File: src/rtl/cxm_pkg.sv
package cxm_pkg;
   // Four-cycle rotation; the value equals the low two bits of the run cycle count.
   typedef enum logic [1:0] {
      PH_F0  = 2'd0,   // fetch xr/yi, multiply xr*yr, add -> imaginary result
      PH_F1  = 2'd1,   // fetch yr/xi, multiply xi*yi, latch xr/yi
      PH_SUB = 2'd2,   // multiply xr*yi, subtract -> real result, latch yr/xi
      PH_ST  = 2'd3    // multiply xi*yr, paired store of the previous element
   } phase_e;

   localparam int NBANK = 2;   // bank 0 = A, bank 1 = B
endpackage

File: src/rtl/cxm_seq.sv
module cxm_seq
   import cxm_pkg::*;
#(
   parameter int CW = 16
) (
   input  logic          clk,
   input  logic          rst_n,
   input  logic          start,
   input  logic [CW-1:0] count,
   output logic          run,
   output phase_e        ph,
   output logic          rd_go,
   output logic          wr_go,
   output logic [CW-1:0] elem_rd,
   output logic [CW-1:0] elem_wr,
   output logic          done
);
   localparam int TW = CW + 3;   // holds 4*N+3
   localparam int BW = TW - 2;   // element block index

   generate
      if (CW < 2) begin : g_bad_cw
         $error("cxm_seq: CW must be at least 2");
      end
   endgenerate

   logic [TW-1:0] cyc;
   logic [CW-1:0] n_q;
   logic [TW-1:0] last_cyc;
   logic [BW-1:0] blk;
   logic [BW-1:0] blk_m1;
   logic [BW-1:0] n_ext;

   assign last_cyc = {1'b0, n_q, 2'b11};
   assign blk      = cyc[TW-1:2];
   assign blk_m1   = blk - BW'(1);
   assign n_ext    = {1'b0, n_q};
   assign ph       = phase_e'(cyc[1:0]);

   always_ff @(posedge clk or negedge rst_n) begin
      if (!rst_n) begin
         run  <= 1'b0;
         cyc  <= '0;
         n_q  <= '0;
         done <= 1'b0;
      end else begin
         done <= 1'b0;
         if (!run) begin
            if (start) begin
               run <= 1'b1;
               cyc <= '0;
               n_q <= count;
            end
         end else begin
            cyc <= cyc + TW'(1);
            if (cyc == last_cyc) begin
               run  <= 1'b0;
               done <= 1'b1;
            end
         end
      end
   end

   assign rd_go   = run && (ph == PH_F0 || ph == PH_F1) && (blk < n_ext);
   assign wr_go   = run && (ph == PH_ST) && (blk != '0) && (blk <= n_ext);
   assign elem_rd = blk[CW-1:0];
   assign elem_wr = blk_m1[CW-1:0];
endmodule

File: src/rtl/cxm_agen.sv
module cxm_agen
   import cxm_pkg::*;
#(
   parameter int AW = 16,
   parameter int CW = 16
) (
   input  phase_e                    ph,
   input  logic                      rd_go,
   input  logic                      wr_go,
   input  logic [CW-1:0]             elem_rd,
   input  logic [CW-1:0]             elem_wr,
   input  logic [NBANK-1:0][AW-1:0]  rd0_base,
   input  logic [NBANK-1:0][AW-1:0]  rd1_base,
   input  logic [NBANK-1:0][AW-1:0]  wr_base,
   output logic [NBANK-1:0]          en,
   output logic [NBANK-1:0]          we,
   output logic [NBANK-1:0][AW-1:0]  addr
);
   logic [AW-1:0] off_rd;
   logic [AW-1:0] off_wr;

   assign off_rd = AW'(elem_rd);
   assign off_wr = AW'(elem_wr);

   for (genvar g = 0; g < NBANK; g++) begin : g_bank
      assign en[g]   = rd_go | wr_go;
      assign we[g]   = wr_go;
      assign addr[g] = wr_go         ? wr_base[g]  + off_wr :
                       (ph == PH_F1) ? rd1_base[g] + off_rd :
                                       rd0_base[g] + off_rd;
   end
endmodule

File: src/rtl/cxm_arith.sv
module cxm_arith
   import cxm_pkg::*;
#(
   parameter int DW = 16,
   parameter int RW = 32
) (
   input  logic          clk,
   input  logic          rst_n,
   input  logic          run,
   input  phase_e        ph,
   input  logic [RW-1:0] a_rdata,
   input  logic [RW-1:0] b_rdata,
   output logic [RW-1:0] re_q,
   output logic [RW-1:0] im_q
);
   localparam int PW = 2 * DW;
   localparam int SW = PW + 1;

   generate
      if (DW < 2 || RW < DW || RW > SW) begin : g_bad_width
         $error("cxm_arith: need 2 <= DW <= RW <= 2*DW+1");
      end
   endgenerate

   logic signed [DW-1:0] xr, xi, yr, yi;
   logic signed [DW-1:0] ma, mb;
   logic signed [DW-1:0] a_op, b_op;
   logic signed [PW-1:0] mres, prod, hold;
   logic        [SW-1:0] asum;
   logic        [RW-1:0] trunc;

   assign a_op = a_rdata[DW-1:0];
   assign b_op = b_rdata[DW-1:0];

   // single shared multiplier, operands steered by phase
   always_comb begin
      case (ph)
         PH_F0:   begin ma = xr; mb = yr; end
         PH_F1:   begin ma = xi; mb = yi; end
         PH_SUB:  begin ma = xr; mb = yi; end
         default: begin ma = xi; mb = yr; end
      endcase
   end

   assign mres = $signed({{DW{ma[DW-1]}}, ma}) * $signed({{DW{mb[DW-1]}}, mb});

   // single shared add/subtract unit at full width, then truncated
   assign asum  = (ph == PH_F0) ? ({hold[PW-1], hold} + {prod[PW-1], prod})
                                : ({hold[PW-1], hold} - {prod[PW-1], prod});
   assign trunc = asum[RW-1:0];

   always_ff @(posedge clk or negedge rst_n) begin
      if (!rst_n) begin
         xr   <= '0;
         xi   <= '0;
         yr   <= '0;
         yi   <= '0;
         prod <= '0;
         hold <= '0;
         re_q <= '0;
         im_q <= '0;
      end else if (run) begin
         prod <= mres;
         case (ph)
            PH_F0: begin
               im_q <= trunc;
            end
            PH_F1: begin
               hold <= prod;
               xr   <= a_op;
               yi   <= b_op;
            end
            PH_SUB: begin
               re_q <= trunc;
               yr   <= a_op;
               xi   <= b_op;
            end
            default: begin
               hold <= prod;
            end
         endcase
      end
   end
endmodule

File: src/rtl/cxmul_stream.sv
module cxmul_stream
   import cxm_pkg::*;
#(
   parameter int DW = 16,
   parameter int RW = 32,
   parameter int AW = 16,
   parameter int CW = 16
) (
   input  logic          clk,
   input  logic          rst_n,
   input  logic          start,
   input  logic [CW-1:0] count,
   input  logic [AW-1:0] xr_base,
   input  logic [AW-1:0] yr_base,
   input  logic [AW-1:0] zi_base,
   input  logic [AW-1:0] xi_base,
   input  logic [AW-1:0] yi_base,
   input  logic [AW-1:0] zr_base,
   output logic          a_en,
   output logic          a_we,
   output logic [AW-1:0] a_addr,
   output logic [RW-1:0] a_wdata,
   input  logic [RW-1:0] a_rdata,
   output logic          b_en,
   output logic          b_we,
   output logic [AW-1:0] b_addr,
   output logic [RW-1:0] b_wdata,
   input  logic [RW-1:0] b_rdata,
   output logic          done
);
   logic                     run, rd_go, wr_go;
   phase_e                   ph;
   logic [CW-1:0]            elem_rd, elem_wr;
   logic [NBANK-1:0]         en, we;
   logic [NBANK-1:0][AW-1:0] addr;
   logic [RW-1:0]            re_q, im_q;

   cxm_seq #(.CW(CW)) u_seq (
      .clk     (clk),
      .rst_n   (rst_n),
      .start   (start),
      .count   (count),
      .run     (run),
      .ph      (ph),
      .rd_go   (rd_go),
      .wr_go   (wr_go),
      .elem_rd (elem_rd),
      .elem_wr (elem_wr),
      .done    (done)
   );

   cxm_agen #(.AW(AW), .CW(CW)) u_agen (
      .ph       (ph),
      .rd_go    (rd_go),
      .wr_go    (wr_go),
      .elem_rd  (elem_rd),
      .elem_wr  (elem_wr),
      .rd0_base ({yi_base, xr_base}),
      .rd1_base ({xi_base, yr_base}),
      .wr_base  ({zr_base, zi_base}),
      .en       (en),
      .we       (we),
      .addr     (addr)
   );

   cxm_arith #(.DW(DW), .RW(RW)) u_arith (
      .clk     (clk),
      .rst_n   (rst_n),
      .run     (run),
      .ph      (ph),
      .a_rdata (a_rdata),
      .b_rdata (b_rdata),
      .re_q    (re_q),
      .im_q    (im_q)
   );

   assign a_en    = en[0];
   assign a_we    = we[0];
   assign a_addr  = addr[0];
   assign a_wdata = im_q;
   assign b_en    = en[1];
   assign b_we    = we[1];
   assign b_addr  = addr[1];
   assign b_wdata = re_q;
endmodule

File: config.mk
export PLATFORM = sky130hd
export DESIGN_NAME = cxmul_stream
export DESIGN_NICKNAME = d
export VERILOG_FILES = /design/src/rtl/cxm_pkg.sv /design/src/rtl/cxm_seq.sv /design/src/rtl/cxm_agen.sv /design/src/rtl/cxm_arith.sv /design/src/rtl/cxmul_stream.sv
export SDC_FILE = /design/constraint.sdc
export NUM_CORES = 1
export LEC_CHECK = 0
export ABC_AREA = 1
export ABC_CLOCK_PERIOD_IN_PS = 9500
export BUFFER_PORTS_ARGS = -buffer_cell sky130_fd_sc_hd__buf_2
export CAP_MARGIN = 20
export CORE_AREA = 2 2 332 334
export CTS_CLUSTER_DIAMETER = 80
export CTS_CLUSTER_SIZE = 25
export DETAILED_ROUTE_END_ITERATION = 10
export DIE_AREA = 0 0 334 336
export GPL_TIMING_DRIVEN = 0
export HOLD_SLACK_MARGIN = 0.15
export SYNTH_ARGS = -nofsm -noshare
export SYNTH_HDL_FRONTEND = slang
export SYNTH_SLANG_ARGS = --single-unit
File: constraint.sdc
create_clock -name clk -period 9.5 [get_ports clk]
set_input_delay 0.475 -clock clk [delete_from_list [all_inputs] [get_ports clk]]
set_output_delay 0.475 -clock clk [all_outputs]
set_load 0.1 [all_outputs]
==> reports/results.ini, run 1 <==
[drt]
wl_um = 90500
routedWlPerCell_um = 16.8
dr.pass1.iters = 5
vias = 24700
antenna_left = 0
viasPerCell = 4.57
drt_iter0_drc = 1542
route.detailed.drc = 0

[clocking]
clk_path_buf_depth = 3
cts_tree = built
numCtsBuffers = 16
clock_latency_ns = 0.55
numClockSinks = 229
cts_setup_buffers = 0
root_buffer = clkbuf_16
path_clk_slew_ns = 0.10
htreeDepth = 1

[setup_path]
crit_arrival_ns = 8.47
crit_required_ns = 9.92
startpoint_type = flip-flop
end_kind = flip-flop
path_max_fanout = 10
crit_slowest_cell = o21ai_0
worst_path_largest_cell_delay_ns = 0.74
critical_path_class = reg2reg

[sta]
rsz0062_at_grt = false
slew_headroom_pct = 30.0
finalClockSkew_ns = 0.0261
fmax_mhz = 124
finalSetupTns_ns = 0
max_slew.worst_pin.slew_ns = 1.05
setup_viol = 0
hold_viol_final = 0
fin_crit_ns = 8.04
slew_violations = 0
post-route-period-util_pct = 84.6

[floorplanning]
core_um2 = 108000
initial_core_util_pct = 25.0
die-area_um2 = 112000
die_w_um = 334
die_h_um = 336
std_cell_rows = 121
io_pins = 280

[yosys]
synthXorXnorAreaFrac_pct = 3.72
synth_compound_area_share_pct = 8.69
synth_top_area_cell = dfrtp_1
syn_inst = 3689
synth_top_area_share_pct = 21.2
synth.most_common_cell = nand2_1
ys_seq_area_share_pct = 21.2
synthTopCellsByArea = dfrtp_1 (21%), fa_1 (20%), nand2_1 (14%)
synth_top_family_by_area = adder cells
async_flop_share_pct = 100
synth_edf_count = 0
synth_area_um2 = 27000
synth-seq-cells = 229
syn-num-nets = 4331
synth.avg_cell_area_um2 = 7.33
synthMuxAreaShare_pct = 1.49
synth.distinct_cells = 49
synthAdderAreaFrac_pct = 28.8
synthFlopType = dfrtp_1
synthSimpleGateAreaFrac_pct = 25.6
synth_common_cells = nand2_1 (1,013), inv_1 (640), nor2_1 (328)
yosys_warnings = 0

[global_routing]
grt_usage_pct = 16.2
antenna_found_initial = 7
grt_overflow = 0
grt_pass1_vias = 25200
grt_pass1_wl_um = 143000
grt_max_degree = 104

[placement]
placed_area_um2 = 30100
gp_congestion = 0.967
post-dp-hpwl_um = 76900
dp_cells = 5356
io_buffers = 247

[layout]
stdcell_count = 5394
synthToLayoutAreaGrowth_pct = 13.8
nets = 4608
postLayoutCellArea_um2 = 30800
drive_gt1_share_pct = 10.1
fill_cells = 11900

[status]
status = finished, final reports clean

[job]
cap_viol_max_count = 0

[min_path]
hold_class = in2reg

[metrics by stage]
stage | worst slack [ns] | utilization, % | hold slack, ns
detailed placement | 1.55 | 27.8 | 0.446
global route | 1.01 | 28.4 | 0.159
finish | 1.46 | 28.4 | 0.169
global placement | 1.48 | 27.7 | 0.462
floorplan | 3.08 | - | 0.179
CTS | 1.51 | 28.4 | 0.151
[timing repair]
action | in CTS | in global routing
gates resized for setup | 0 | 0
setup endpoints to repair | 0 | 0
endpoints found under the hold margin | 64 | 0
hold buffers | 6 | 0
[layout make-up]
type / instances / area [µm²] / share of cell area (%)
Sequential cell: 229 / 5730 / 18.6
Multi-Input combinational cell: 2721 / 18500 / 60.0
Tap cell: 1414 / 1770 / 5.75
Clock inverter: 11 / 146 / 0.475
Timing Repair Buffer: 259 / 1390 / 4.51
Clock buffer: 17 / 425 / 1.38
Buffer: 83 / 378 / 1.23
Antenna cell: 4 / 10.0 / 0.0325
Inverter: 656 / 2460 / 8.00
[worst max-delay path: cells and delay by family, from the launching register on]
| family | cells | cell delay [ns] |
|---|---|---|
| fa+ha+maj | 8 | 4.14 |
| simple gates | 10 | 1.44 |
| buf+inv | 7 | 1.16 |
| compound gates | 1 | 0.74 |
| flops | 1 | 0.45 |
[state kept, by name, summed over array words and instances (netlist names), 19 cells and up]
signal / cells
u_arith.hold: 32
u_arith.re_q: 32
u_seq.cyc: 19
u_arith.prod: 32
u_arith.im_q: 32
[layout by cell type (no fill, tap or decap), types with 9 or more instances in the layout]
cell	netlist	final
or2_2	20	20
o21ai_0	222	222
xor2_1	88	88
inv_2	10	10
a21o_1	9	9
nand4_1	39	39
nand2_1	1013	1013
inv_1	640	640
mux2_2	35	35
buf_2	19	266
nand3b_1	22	22
fa_1	267	267
nand3_1	210	210
dfrtp_1	229	229
a21oi_1	133	133
nor3_1	26	26
clkbuf_1	48	48
xnor2_1	27	27
clkbuf_16	0	17
o21ai_2	18	18
o21bai_1	23	23
ha_1	196	196
nor2_1	328	328
[final timing paths]
path	start	to	slack, ns	cells past startpoint
hold reg to reg	u_arith.im_q[13]	u_arith.im_q[13]	0.48	2
min in group asynchronous	rst_n	u_arith.im_q[21]	0.47	2
hold / removal	count[1]	u_seq.n_q[1]	0.17	3
setup / recovery	u_seq.cyc[0]	u_arith.prod[31]	1.46	26
setup reg to reg	u_seq.cyc[0]	u_arith.prod[31]	1.46	26
max in group asynchronous	rst_n	u_arith.yr[10]	8.02	3
[metal layers]
metal / share of wire (%) / vias up / wire [µm] / GRT usage [%]
met2: 48 / 682 / 43500 / 28.4
met5: 0.044 / - / 40 / 0
met3: 5.3 / 102 / 4830 / 2.06
li1: - / 12000 / - / -
met1: 44 / 11800 / 40300 / 21.1
met4: 2.1 / 6 / 1880 / 3.51
[kinds of logic (layout without fill, tap and decap cells)]
kind of cell,Yosys count,in the layout
adders and majority gates,463,463
buffers and inverters,739,1026
other,0,4
DFF,229,229
xor gates and xnor gates,115,115
and+or+nand+nor,1677,1677
muxes,36,36
AOI/OAI and AO/OA,430,430
Power of run 1 is not shown: default switching activity piles up to over one toggle a cycle in this logic, so the estimate is an artifact.
==> run 2: changes to the inputs <==
- ABC_CLOCK_PERIOD_IN_PS: 9500 -> 6750
- clock period: 9.5 -> 6.75 ns (I/O delays scaled with it)
==> reports/results.ini, run 2 (synthesized netlist as in run 1, its figures left out) <==
[sta]
hold_viol_final = 0
finalClockSkew_ns = 0.0274
max_slew.worst_pin.slew_ns = 1.04
slew_violations = 0
fin_crit_ns = 6.54
fmax_mhz = 153
finalSetupTns_ns = 0
post-route-period-util_pct = 96.8
setup_viol = 0
slew_headroom_pct = 30.6
rsz0062_at_grt = true

[setup_path]
crit_slowest_cell = fa_1
rrSetupSlack_ns = 0.21
crit_path_frequent_cell = fa_1
worst_path_largest_cell_delay_ns = 0.53
crit_arrival_ns = 6.95
crit_required_ns = 7.16
path_buf_inv = 9
startpoint_type = flip-flop
path_max_fanout = 8
end_kind = flip-flop
critical_path_class = reg2reg
critPathTopFamily = adder cells

[clocking]
htreeDepth = 1
clk_path_buf_depth = 3
numClockSinks = 229
path_clk_slew_ns = 0.10
clock_latency_ns = 0.55
numCtsBuffers = 16
root_buffer = clkbuf_16
cts_tree = built

[layout]
stdcell_count = 5500
final_common_cell = nand2_1
synthToLayoutAreaGrowth_pct = 20.8
final_cell_mix = nand2_1 (998), inv_1 (617), nor2_1 (293)
fill_cells = 11700
nets = 4715
drive_gt1_share_pct = 15.1

[floorplanning]
io_pins = 280
initial_core_util_pct = 25.0
die-area_um2 = 112000
core_um2 = 108000
std_cell_rows = 121
die_w_um = 334
die_h_um = 336

[placement]
gp_congestion = 0.967
dp_cells = 5356
post-dp-hpwl_um = 76900
io_buffers = 247

[drt]
routedWlPerCell_um = 16.8
route.detailed.drc = 0
antenna_left = 0
dr.pass1.iters = 7
vias = 25300
viasPerCell = 4.59
wl_um = 92300
drt_iter0_drc = 1862

[job]
cap_viol_max_count = 0

[global_routing]
grt_usage_pct = 16.3
grt_max_degree = 104
antenna_found_initial = 5
grt_pass1_vias = 25600
grt_pass1_wl_um = 144000
grt_overflow = 0

[min_path]
hold_class = in2async

[status]
status = finished, final reports clean

## run 2: cell count changes in the layout (fill, tap and decap cells not counted), sizes merged
cell | before | now
buf | 287 | 352
dlygate4sd3 | 6 | 50
clkinvlp | 0 | 7
inv | 655 | 648
clkbuf | 66 | 64
diode | 4 | 3
## run 2: path summary, 6_finish.rpt
path,startpoint,to,cells past startpoint
worst min-delay path,rst_n,u_arith.im_q[21],2
min in group clk,u_arith.im_q[13],u_arith.im_q[13],2
max in group asynchronous,rst_n,u_arith.yr[10],3
worst max-delay path,u_seq.cyc[0],u_arith.prod[19],29
worst min register to register,u_arith.im_q[13],u_arith.im_q[13],2
worst max register to register,u_seq.cyc[0],u_arith.prod[19],29
## run 2: final cells by class
type | instances | area (µm²) | area share [%]
diodes | 3 | 7.51 | 0.0230
flip-flops and latches | 229 | 5730 | 17.5
clock inverters | 11 | 146 | 0.448
inverters | 656 | 2520 | 7.71
well taps | 1414 | 1770 | 5.41
plain buffers | 83 | 477 | 1.46
repair buffers | 366 | 2370 | 7.25
clock buffers | 17 | 425 | 1.30
multi-input cells | 2721 | 19200 | 58.9
## run 2: stage by stage
| stage | instance area, µm² | setup WS, ns | hold slack (ns) | utilization (%) |
|---|---|---|---|---|
| 6_report | 32700 | 0.215 | 0.327 | 30.2 |
| 5_1_grt | 32700 | -0.0299 | 0.371 | 30.2 |
| 4_1_cts | 31700 | -0.0197 | 0.358 | 29.3 |
| 3_5_place_dp | 30100 | -1.20 | 0.309 | 27.8 |
| 3_3_place_gp | 30100 | -1.27 | 0.462 | 27.7 |
| 2_1_floorplan | 27000 | 0.332 | 0.0419 | - |
## run 2: what timing repair did
| item | CTS | global route |
|---|---|---|
| hold buffers | 50 | 0 |
| endpoints found under the setup margin | 23 | 21 |
| setup buffers | 24 | 38 |
| gates resized for setup | 93 | 190 |
| endpoints found under the hold margin | 142 | 0 |
| gates cloned | 1 | 0 |
| pin swaps | 10 | 38 |
## run 2: layer usage
| metal | vias up | wire length [µm] | GRT usage, % |
|---|---|---|---|
| met4 | 4 | 2320 | 3.78 |
| met2 | 761 | 44300 | 28.8 |
| li1 | 12300 | - | - |
| met5 | - | 33 | 0 |
| met3 | 123 | 5150 | 2.23 |
| met1 | 12100 | 40500 | 21.1 |
Power of run 2 is left out for the same reason.
==> run 3: changes to the inputs <==
- MAX_ROUTING_LAYER: unset -> met4
==> reports/results.ini, run 3 (synthesized netlist as in run 1, its figures left out) <==
[status]
status = finished, final reports clean

[global_routing]
grt_overflow = 0
grt_usage_pct = 16.6
grt_max_degree = 101
antenna_found_initial = 4
grt_pass1_vias = 25300
grt_pass1_wl_um = 143000

[sta]
post-route-period-util_pct = 96.7
hold_viol_final = 0
slew_headroom_pct = 34.1
finalClockSkew_ns = 0.0279
rsz0062_at_grt = true
fin_crit_ns = 6.53
max_slew.worst_pin.slew_ns = 0.989
setup_viol = 0
slew_violations = 0
holdWs_ns = 0.347
fmax_mhz = 153

[drt]
antenna_left = 0
routedWlPerCell_um = 16.7
route.detailed.drc = 0
dr.pass1.iters = 6
drt_iter0_drc = 1669
vias = 25300
viasPerCell = 4.59
wl_um = 92000

[layout]
final_common_cell = nand2_1
fill_cells = 11800
synthToLayoutAreaGrowth_pct = 21.3
drive_gt1_share_pct = 15.5
final_cell_mix = nand2_1 (998), inv_1 (616), nor2_1 (293)
nets = 4734

[floorplanning]
die_w_um = 334
die-area_um2 = 112000
core_um2 = 108000
initial_core_util_pct = 25.0
die_h_um = 336
std_cell_rows = 121
io_pins = 280

[clocking]
numCtsBuffers = 16
cts_tree = built
clock_latency_ns = 0.53
root_buffer = clkbuf_16
path_clk_slew_ns = 0.10
htreeDepth = 1
numClockSinks = 229
clk_path_buf_depth = 3

[placement]
gp_congestion = 0.959
post-dp-hpwl_um = 76600
io_buffers = 247

[setup_path]
critical_path_class = reg2reg
path_max_fanout = 10
end_kind = flip-flop
crit_slowest_cell = fa_1
crit_arrival_ns = 6.92
rrSetupSlack_ns = 0.22
crit_required_ns = 7.14
worst_path_largest_cell_delay_ns = 0.53
startpoint_type = flip-flop
r2r_cells = 29

[job]
cap_viol_max_count = 0

[min_path]
hold_class = in2async

run 3: cell types whose count changed in the layout (fill, tap and decap cells not counted), sizes merged:
cell	before	now
buf	352	372
bufinv	1	0
clkinv	11	12
clkinvlp	7	6
diode	3	4
run 3: area by class of cell:
class / count / area (µm²) / share of cell area, %
Tap cell: 1414 / 1770 / 5.39
Multi-Input combinational cell: 2721 / 19200 / 58.6
Timing Repair Buffer: 385 / 2520 / 7.67
Antenna cell: 4 / 10.0 / 0.0305
Sequential cell: 229 / 5730 / 17.5
Clock buffer: 18 / 429 / 1.31
Inverter: 656 / 2520 / 7.69
Buffer: 83 / 493 / 1.50
Clock inverter: 10 / 129 / 0.393
run 3: metrics by stage:
step / area, µm² / setup TNS (ns) / cells / util (%) / setup WS [ns]
2_1_floorplan: 27000 / 0 / 3689 / - / 0.332
3_3_place_gp: 30100 / -21.36 / 5350 / 27.7 / -1.22
3_5_place_dp: 30100 / -16.06 / 5356 / 27.8 / -1.12
4_1_cts: 31600 / 0 / 5447 / 29.2 / 0.00733
5_1_grt: 32800 / -0.378 / 5520 / 30.3 / -0.0594
6_report: 32800 / 0 / 5520 / 30.3 / 0.220
run 3: repair_timing:
| item | in CTS | in global routing |
|---|---|---|
| pin swaps | 7 | 29 |
| gates resized for setup | 92 | 195 |
| gates cloned | 1 | 2 |
| endpoints found under the setup margin | 22 | 21 |
| hold buffers | 50 | 0 |
| hold endpoints to repair | 145 | 0 |
| buffers inserted | 12 | 67 |
run 3: per-layer routing:
| metal | global-route usage [%] | wire (µm) |
|---|---|---|
| met5 | - | 0 |
| met3 | 2.08 | 5090 |
| met2 | 28.3 | 44100 |
| met4 | 3.96 | 2360 |
| met1 | 21.0 | 40500 |
run 3: worst paths after layout:
kind | start | end
setup / recovery | u_seq.cyc[0] | u_arith.prod[29]
hold / removal | rst_n | u_arith.im_q[21]
setup reg to reg | u_seq.cyc[0] | u_arith.prod[29]
hold reg to reg | u_arith.re_q[12] | u_arith.re_q[12]
max in group asynchronous | rst_n | u_arith.yi[11]
min in group clk | u_arith.re_q[12] | u_arith.re_q[12]
run 3: critical path: cells and delay by family (launching register included):
family / cells / cell delay (ns)
compound gates: 1 / 0.16
flops: 1 / 0.43
buf+inv: 8 / 0.94
fa+ha+maj: 8 / 3.43
simple gates: 12 / 1.42
Power of run 3 is left out for the same reason.
